===== config.mk =====
export PLATFORM = sky130hd
export DESIGN_NAME = adc_pipe_timing
export DESIGN_NICKNAME = d
export VERILOG_FILES = /design/src/rtl/adc_timing_pkg.sv /design/src/rtl/adc_start_gate.sv /design/src/rtl/adc_quantizer.sv /design/src/rtl/adc_flight_fifo.sv /design/src/rtl/adc_valid_strobe.sv /design/src/rtl/adc_pipe_timing.sv
export SDC_FILE = /design/constraint.sdc
export NUM_CORES = 1
export LEC_CHECK = 0
export ABC_AREA = 0
export BUFFER_PORTS_ARGS = -buffer_cell sky130_fd_sc_hd__buf_2
export CORE_MARGIN = 10
export CORE_UTILIZATION = 61
export DETAILED_ROUTE_END_ITERATION = 10
export HOLD_SLACK_MARGIN = 0.05
export PLACE_DENSITY = 0.9
export SLEW_MARGIN = 25
export SYNTH_ARGS = -nofsm -noshare
export SYNTH_HDL_FRONTEND = slang
export SYNTH_SLANG_ARGS = --single-unit

===== constraint.sdc =====
create_clock -name clk -period 3.7 [get_ports clk]
set_input_delay 0.74 -clock clk [delete_from_list [all_inputs] [get_ports clk]]
set_output_delay 0.74 -clock clk [all_outputs]
set_load 0.01 [all_outputs]

===== src/rtl/adc_timing_pkg.sv =====
package adc_timing_pkg;
  typedef enum logic {
    CODE_OFFSET_BIN = 1'b0,
    CODE_TWOS       = 1'b1
  } code_fmt_e;
endpackage


===== src/rtl/adc_start_gate.sv =====
module adc_start_gate #(
  parameter int MIN_GAP = 6
) (
  input  logic clk,
  input  logic rst,
  input  logic conv_clk,
  output logic start
);
  localparam int GW = $clog2(MIN_GAP + 2);
  localparam logic [GW-1:0] ARMED = GW'(MIN_GAP + 1);

  logic          conv_q;
  logic [GW-1:0] since;

  assign start = conv_clk && !conv_q && (since > GW'(MIN_GAP));

  always_ff @(posedge clk) begin
    if (rst) begin
      conv_q <= 1'b0;
      since  <= ARMED;
    end else begin
      conv_q <= conv_clk;
      if (start)
        since <= GW'(1);
      else if (since != ARMED)
        since <= since + GW'(1);
    end
  end

  // Two accepted starts are never on adjacent edges (MIN_GAP >= 1).
  AST_START_SPACED: assert property (@(posedge clk) disable iff (rst)
    start |=> !start);
endmodule


===== src/rtl/adc_quantizer.sv =====
module adc_quantizer
  import adc_timing_pkg::*;
#(
  parameter int        IN_W       = 16,
  parameter int        DATA_W     = 8,
  parameter int        RANGE_LOG2 = 16,
  parameter int        OFFSET     = 0,
  parameter code_fmt_e CODING     = CODE_OFFSET_BIN
) (
  input  logic signed [IN_W-1:0]   sample,
  output logic        [DATA_W-1:0] code
);
  localparam int WW = IN_W + DATA_W + 2;
  localparam logic signed [WW-1:0] CMAX = (WW'(1) << (DATA_W - 1)) - WW'(1);
  localparam logic signed [WW-1:0] CMIN = ~CMAX;
  localparam logic [DATA_W-1:0]    MSB  = DATA_W'(1) << (DATA_W - 1);

  logic signed [WW-1:0]   diff, scaled, clamped;
  logic        [DATA_W-1:0] tc;

  assign diff = WW'(sample) - WW'(OFFSET);

  generate
    if (RANGE_LOG2 >= DATA_W) begin : g_shr
      assign scaled = diff >>> (RANGE_LOG2 - DATA_W);
    end else begin : g_shl
      assign scaled = diff <<< (DATA_W - RANGE_LOG2);
    end
  endgenerate

  always_comb begin
    if (scaled > CMAX)      clamped = CMAX;
    else if (scaled < CMIN) clamped = CMIN;
    else                    clamped = scaled;
  end

  assign tc = clamped[DATA_W-1:0];

  generate
    if (CODING == CODE_TWOS) begin : g_twos
      assign code = tc;
    end else begin : g_obin
      assign code = tc ^ MSB;
    end
  endgenerate
endmodule


===== src/rtl/adc_flight_fifo.sv =====
module adc_flight_fifo #(
  parameter int DATA_W  = 8,
  parameter int LATENCY = 20,
  parameter int MIN_GAP = 6
) (
  input  logic              clk,
  input  logic              rst,
  input  logic              push,
  input  logic [DATA_W-1:0] code_in,
  output logic              pop,
  output logic [DATA_W-1:0] code_out
);
  localparam int DEPTH_MIN = (LATENCY + MIN_GAP - 1) / MIN_GAP + 1;
  localparam int AW        = (DEPTH_MIN > 1) ? $clog2(DEPTH_MIN) : 1;
  localparam int PDEPTH    = 1 << AW;
  localparam int TW        = $clog2(LATENCY + 1) + 1;

  logic [DATA_W-1:0] mem_code [PDEPTH];
  logic [TW-1:0]     mem_due  [PDEPTH];
  logic [AW-1:0]     wp, rp;
  logic [AW:0]       count;
  logic [TW-1:0]     now;

  // Storage without reset so it maps onto RAM.
  always_ff @(posedge clk) begin
    if (push) begin
      mem_code[wp] <= code_in;
      mem_due[wp]  <= now + TW'(LATENCY);
    end
  end

  assign pop      = (count != '0) && (mem_due[rp] == now);
  assign code_out = mem_code[rp];

  always_ff @(posedge clk) begin
    if (rst) begin
      wp    <= '0;
      rp    <= '0;
      count <= '0;
      now   <= '0;
    end else begin
      now <= now + TW'(1);
      if (push) wp <= wp + AW'(1);
      if (pop)  rp <= rp + AW'(1);
      case ({push, pop})
        2'b10:   count <= count + (AW+1)'(1);
        2'b01:   count <= count - (AW+1)'(1);
        default: count <= count;
      endcase
    end
  end

  AST_NO_OVERFLOW: assert property (@(posedge clk) disable iff (rst)
    push |-> (count < (AW+1)'(PDEPTH)) || pop);
  AST_EMPTY_AFTER_RESET: assert property (@(posedge clk)
    rst |=> (count == '0));
endmodule


===== src/rtl/adc_valid_strobe.sv =====
module adc_valid_strobe #(
  parameter int VALID_LOW = 4
) (
  input  logic clk,
  input  logic rst,
  input  logic land,
  output logic data_valid
);
  localparam int CW = $clog2(VALID_LOW + 1);

  logic [CW-1:0] left;

  always_ff @(posedge clk) begin
    if (rst) begin
      data_valid <= 1'b1;
      left       <= '0;
    end else if (land) begin
      data_valid <= 1'b0;
      left       <= CW'(VALID_LOW - 1);
    end else if (!data_valid) begin
      if (left == '0) data_valid <= 1'b1;
      else            left       <= left - CW'(1);
    end
  end

  AST_VALID_DROPS: assert property (@(posedge clk) disable iff (rst)
    land |=> !data_valid);
  AST_VALID_RETRIGGER: assert property (@(posedge clk) disable iff (rst)
    (!data_valid && land) |=> (!data_valid && left == CW'(VALID_LOW - 1)));
endmodule


===== src/rtl/adc_pipe_timing.sv =====
module adc_pipe_timing
  import adc_timing_pkg::*;
#(
  parameter int        IN_W       = 16,
  parameter int        DATA_W     = 8,
  parameter int        RANGE_LOG2 = 16,
  parameter int        OFFSET     = 0,
  parameter code_fmt_e CODING     = CODE_OFFSET_BIN,
  parameter int        LATENCY    = 20,
  parameter int        MIN_GAP    = 6,
  parameter int        VALID_LOW  = 4
) (
  input  logic                   clk,
  input  logic                   rst,
  input  logic                   conv_clk,
  input  logic signed [IN_W-1:0] sample_in,
  output logic [DATA_W-1:0]      data_out,
  output logic                   data_valid
);
  generate
    if (MIN_GAP >= LATENCY || MIN_GAP < 1 || DATA_W < 1 || DATA_W > 32
        || VALID_LOW < 1) begin : g_illegal_cfg
      $error("adc_pipe_timing: MIN_GAP must be in 1..LATENCY-1, DATA_W in 1..32");
    end
  endgenerate

  logic              start, land;
  logic [DATA_W-1:0] new_code, head_code;

  adc_start_gate #(.MIN_GAP(MIN_GAP)) u_gate (
    .clk(clk), .rst(rst), .conv_clk(conv_clk), .start(start)
  );

  adc_quantizer #(
    .IN_W(IN_W), .DATA_W(DATA_W), .RANGE_LOG2(RANGE_LOG2),
    .OFFSET(OFFSET), .CODING(CODING)
  ) u_quant (
    .sample(sample_in), .code(new_code)
  );

  adc_flight_fifo #(
    .DATA_W(DATA_W), .LATENCY(LATENCY), .MIN_GAP(MIN_GAP)
  ) u_fifo (
    .clk(clk), .rst(rst), .push(start), .code_in(new_code),
    .pop(land), .code_out(head_code)
  );

  adc_valid_strobe #(.VALID_LOW(VALID_LOW)) u_strobe (
    .clk(clk), .rst(rst), .land(land), .data_valid(data_valid)
  );

  always_ff @(posedge clk) begin
    if (rst)       data_out <= '0;
    else if (land) data_out <= head_code;
  end

  AST_OUT_HOLDS: assert property (@(posedge clk) disable iff (rst)
    !land |=> $stable(data_out));
  AST_RESET_STATE: assert property (@(posedge clk)
    rst |=> (data_out == '0 && data_valid));
endmodule


==> impl_metrics.csv <==
group,metric,value,unit
final_layout,num_antenna_cells,0,
die,core_region_area,9684,µm²
drt,drt_iter0_drc,227,
setup_path,cp_max_fo,18,
clocking,clk_latency,0.52,ns
final_layout,seq_area,4065,µm²
synthesis,netlist_instances,367,
clocking,cts.sinks,147,
sta,max_freq,309.2,MHz
global_routing,grtUsageTotal,17.18,%
die,initial_utilization,61.94,%
sta,finalHoldViolations,0,
drt,detail-route-antenna-nets,0,
power_and_ir_drop,seq_power_share,49.9,%
die,die_w,119.2,µm
global_routing,grt_pass1_wl,18620,µm
synthesis,ys.flop_type,"edfxtp_1",
power_and_ir_drop,p_leak,2.255,nW
clocking,cts_max_level,4,
drt,avgViaCountPerCell,5.948,
final_layout,layout-drive-gt1-share,24.57,%
power_and_ir_drop,p_int,2.882,mW
synthesis,synth_seq_cells,147,
global_routing,grt_max_degree,35,
placed_design,hpwlAfterDp,6792,µm
setup_path,critPathArrivalTime,3.68,ns
drt,drt-total-wl,11410,µm
synthesis,synth_nets,398,
synthesis,syn_area,5998,µm²
synthesis,synth.area.top_cells,"edfxtp_1, dfxtp_1, mux4_2, mux2i_1, ha_1",
drt,vias,3212,
synthesis,synthTopCellsByCount,"edfxtp_1, dfxtp_1, mux2i_1, nor2_1, a21oi_1",
clocking,clk_path_buf_depth,2,
final_layout,num-fill-cells,566,
drt,drt_pass1_iterations,4,
global_routing,antenna_found_initial,0,
sta,relSlewSlack,42.52,%
clocking,cts_made_buffers,17,
placed_design,place.gp.congestion,0.7832,
die,rows,36,
synthesis,synth.distinct_cells,41,
sta,rsz0062_at_grt,"no",
synthesis,syn_avg_cell_area,16.34,µm²
synthesis,synth_most_common_cell,"edfxtp_1",
synthesis,netlist.top_cell.by_area,"edfxtp_1",
power_and_ir_drop,clkPwrFrac,43.0,%
clocking,cts_tree,"done",
clocking,cts.clk_slew.worst_paths,0.07,ns
synthesis,synth_top_area_share,56.07,%
clocking,cts_root_buffer,"clkbuf_8",
power_and_ir_drop,p_sw,0.8952,mW
global_routing,grt_overflow,0,
synthesis,ys_warn_count,0,
setup_path,cp-end-kind,"flip-flop",
drt,drc,0,
die,die_area,14200,µm²
synthesis,async_flop_share,0,%
die,fp.dieH,119.2,µm
worst_hold_path,hp-class,"input pin to flip-flop",
power_and_ir_drop,combPwrFrac,7.1,%
power_and_ir_drop,netSwitchingFraction,23.70,%
sta,tns,0,ns
synthesis,synth-edff-count,112,
setup_path,worstPathRequired,4.15,ns
placed_design,place_area,6211,µm²
placed_design,dp_cells,508,
synthesis,ys_seq_area_share,67.75,%
outcome,outcome,"finished, final reports clean",
final_layout,multiInputGateArea,1750,µm²
power_and_ir_drop,peakVddDrop,408.2,µV
sta,clock_skew,0.007595,ns
clocking,cts_setup_buffers,0,
sta,setup-violations-final,0,
die,io_pins,28,
sta,fin_crit,3.234,ns
power_and_ir_drop,power_density,556.5,nW/µm²
final_layout,area_growth,13.14,%
sta,timing.final.crit_share,87.42,%
global_routing,first_global_vias,3348,
setup_path,startpoint_type,"flip-flop",
setup_path,path_class,"flip-flop to flip-flop",
drt,wire_per_inst,21.13,µm
sta,slew_viol_final,0,
final_layout,final_cells,540,
final_layout,finalInstanceArea,6787,µm²
final_layout,finalNetCount,425,
sta,worstMarginPinSlew,0.8610,ns
placed_design,port_buffers,19,
flow_run,cap_violations,0,
## layout by cell type (no fill, tap or decap), drive strengths merged
cell      netlist  layout
a211oi          8       8
a21oi          21      21
dfxtp          35      35
nand2b          2       2
nand4           1       1
clkinv          0       2
nand2           9       9
a2111oi         1       1
nand3           3       3
o211a           1       1
inv             8      16
nand3b          1       1
nor2b           6       6
o32a            1       1
mux2i          34      34
o21ai           5       5
clkbuf         14      20
and4            2       2
a31o            1       1
nor2           24      24
a21o            1       1
nor3            2       2
xnor2           6       6
or4             1       1
nand4b          1       1
a31oi           2       2
clkinvlp        0       2
mux4           21      21
buf            11      33
xor2           11      11
edfxtp        112     112
or3             5       5
o21bai          2       2
ha             12      12
a311oi          1       1
a22oi           1       1
o211ai          1       1
## metrics by stage
step           total power, mW  setup slack, ns  utilization (%)  hold WS [ns]
6_report                 3.777           0.4656            70.08        0.4583
5_1_grt                  3.917           0.1629            70.08        0.4688
4_1_cts                  3.800           0.2793            70.06        0.4375
3_5_place_dp             2.183           0.3027            64.13        0.4829
3_3_place_gp             2.164           0.4594            64.13        0.4630
2_1_floorplan            2.107           0.7044                -        0.4531
## registers in the layout (all words and copies together), names as in the netlist, named ones only
name	cells
u_gate.since	3
u_strobe.data_valid	1
u_gate.conv_q	1
u_fifo.mem_due	48
u_fifo.mem_code	64
u_fifo.now	6
u_strobe.left	3
u_fifo.wp	3
data_out	8
u_fifo.rp	3
u_fifo.count	4
## layer usage
layer / GRT usage [%] / share of wire [%]
met5: 0 / 0
met4: 8.855 / 2.2
met3: 4.440 / 8.2
met2: 26.83 / 51
met1: 21.74 / 39
## repair_timing
action,CTS,global route
hold buffers,0,0
resized for setup,0,1
endpoints found under the setup margin,0,1
hold endpoints to repair,0,0
## worst max-delay path: stages, from the launching register on
cell      delay [ns]
dfxtp_1         0.31
buf_4           0.28
mux2i_1         0.12
mux4_2          0.49
xor2_1          0.33
o211ai_2        0.18
nor2_2          0.17
ha_1            0.27
xor2_1          0.17
ha_1            0.16
a21oi_1         0.05
xor2_1          0.16
or3_1           0.31
a21oi_1         0.15
## area by class of cell
class,instances,area share (%)
flip-flops and latches,147,59.90
multi-input cells,187,25.79
clock buffers,20,6.895
repair buffers,33,2.950
well taps,133,2.452
clock inverters,12,1.567
inverters,8,0.4425
## final timing paths
| path | start | end | slack (ns) | depth (start not counted) |
|---|---|---|---|---|
| worst max-delay path | flip-flop | u_fifo.count[2] | 0.47 | 13 |
| worst min-delay path | conv_clk | u_gate.conv_q | 0.46 | 2 |
| worst max register to register | flip-flop | u_fifo.count[2] | 0.47 | 13 |
| worst min register to register | u_fifo.count[3] | u_fifo.count[3] | 0.49 | 2 |
## logic make-up after synthesis
group	Yosys count	share of synthesized area, %
DFF	147	67.75
and+or+nand+nor	57	4.673
muxes	55	13.62
AOI/OAI and AO/OA	46	5.736
buffers and inverters	33	3.233
xor gates and xnor gates	17	2.482
adders and majority gates	12	2.503
## power by group through the flow
stage	clock network [mW]	registers (mW)	logic [mW]
after floorplan	0	1.91	0.199
after global placement	0	1.91	0.252
after detailed placement	0	1.92	0.265
after CTS	1.65	1.88	0.270
after global routing	1.72	1.89	0.305
final	1.62	1.88	0.269
Note: power is estimated with default switching activity, not from simulation.
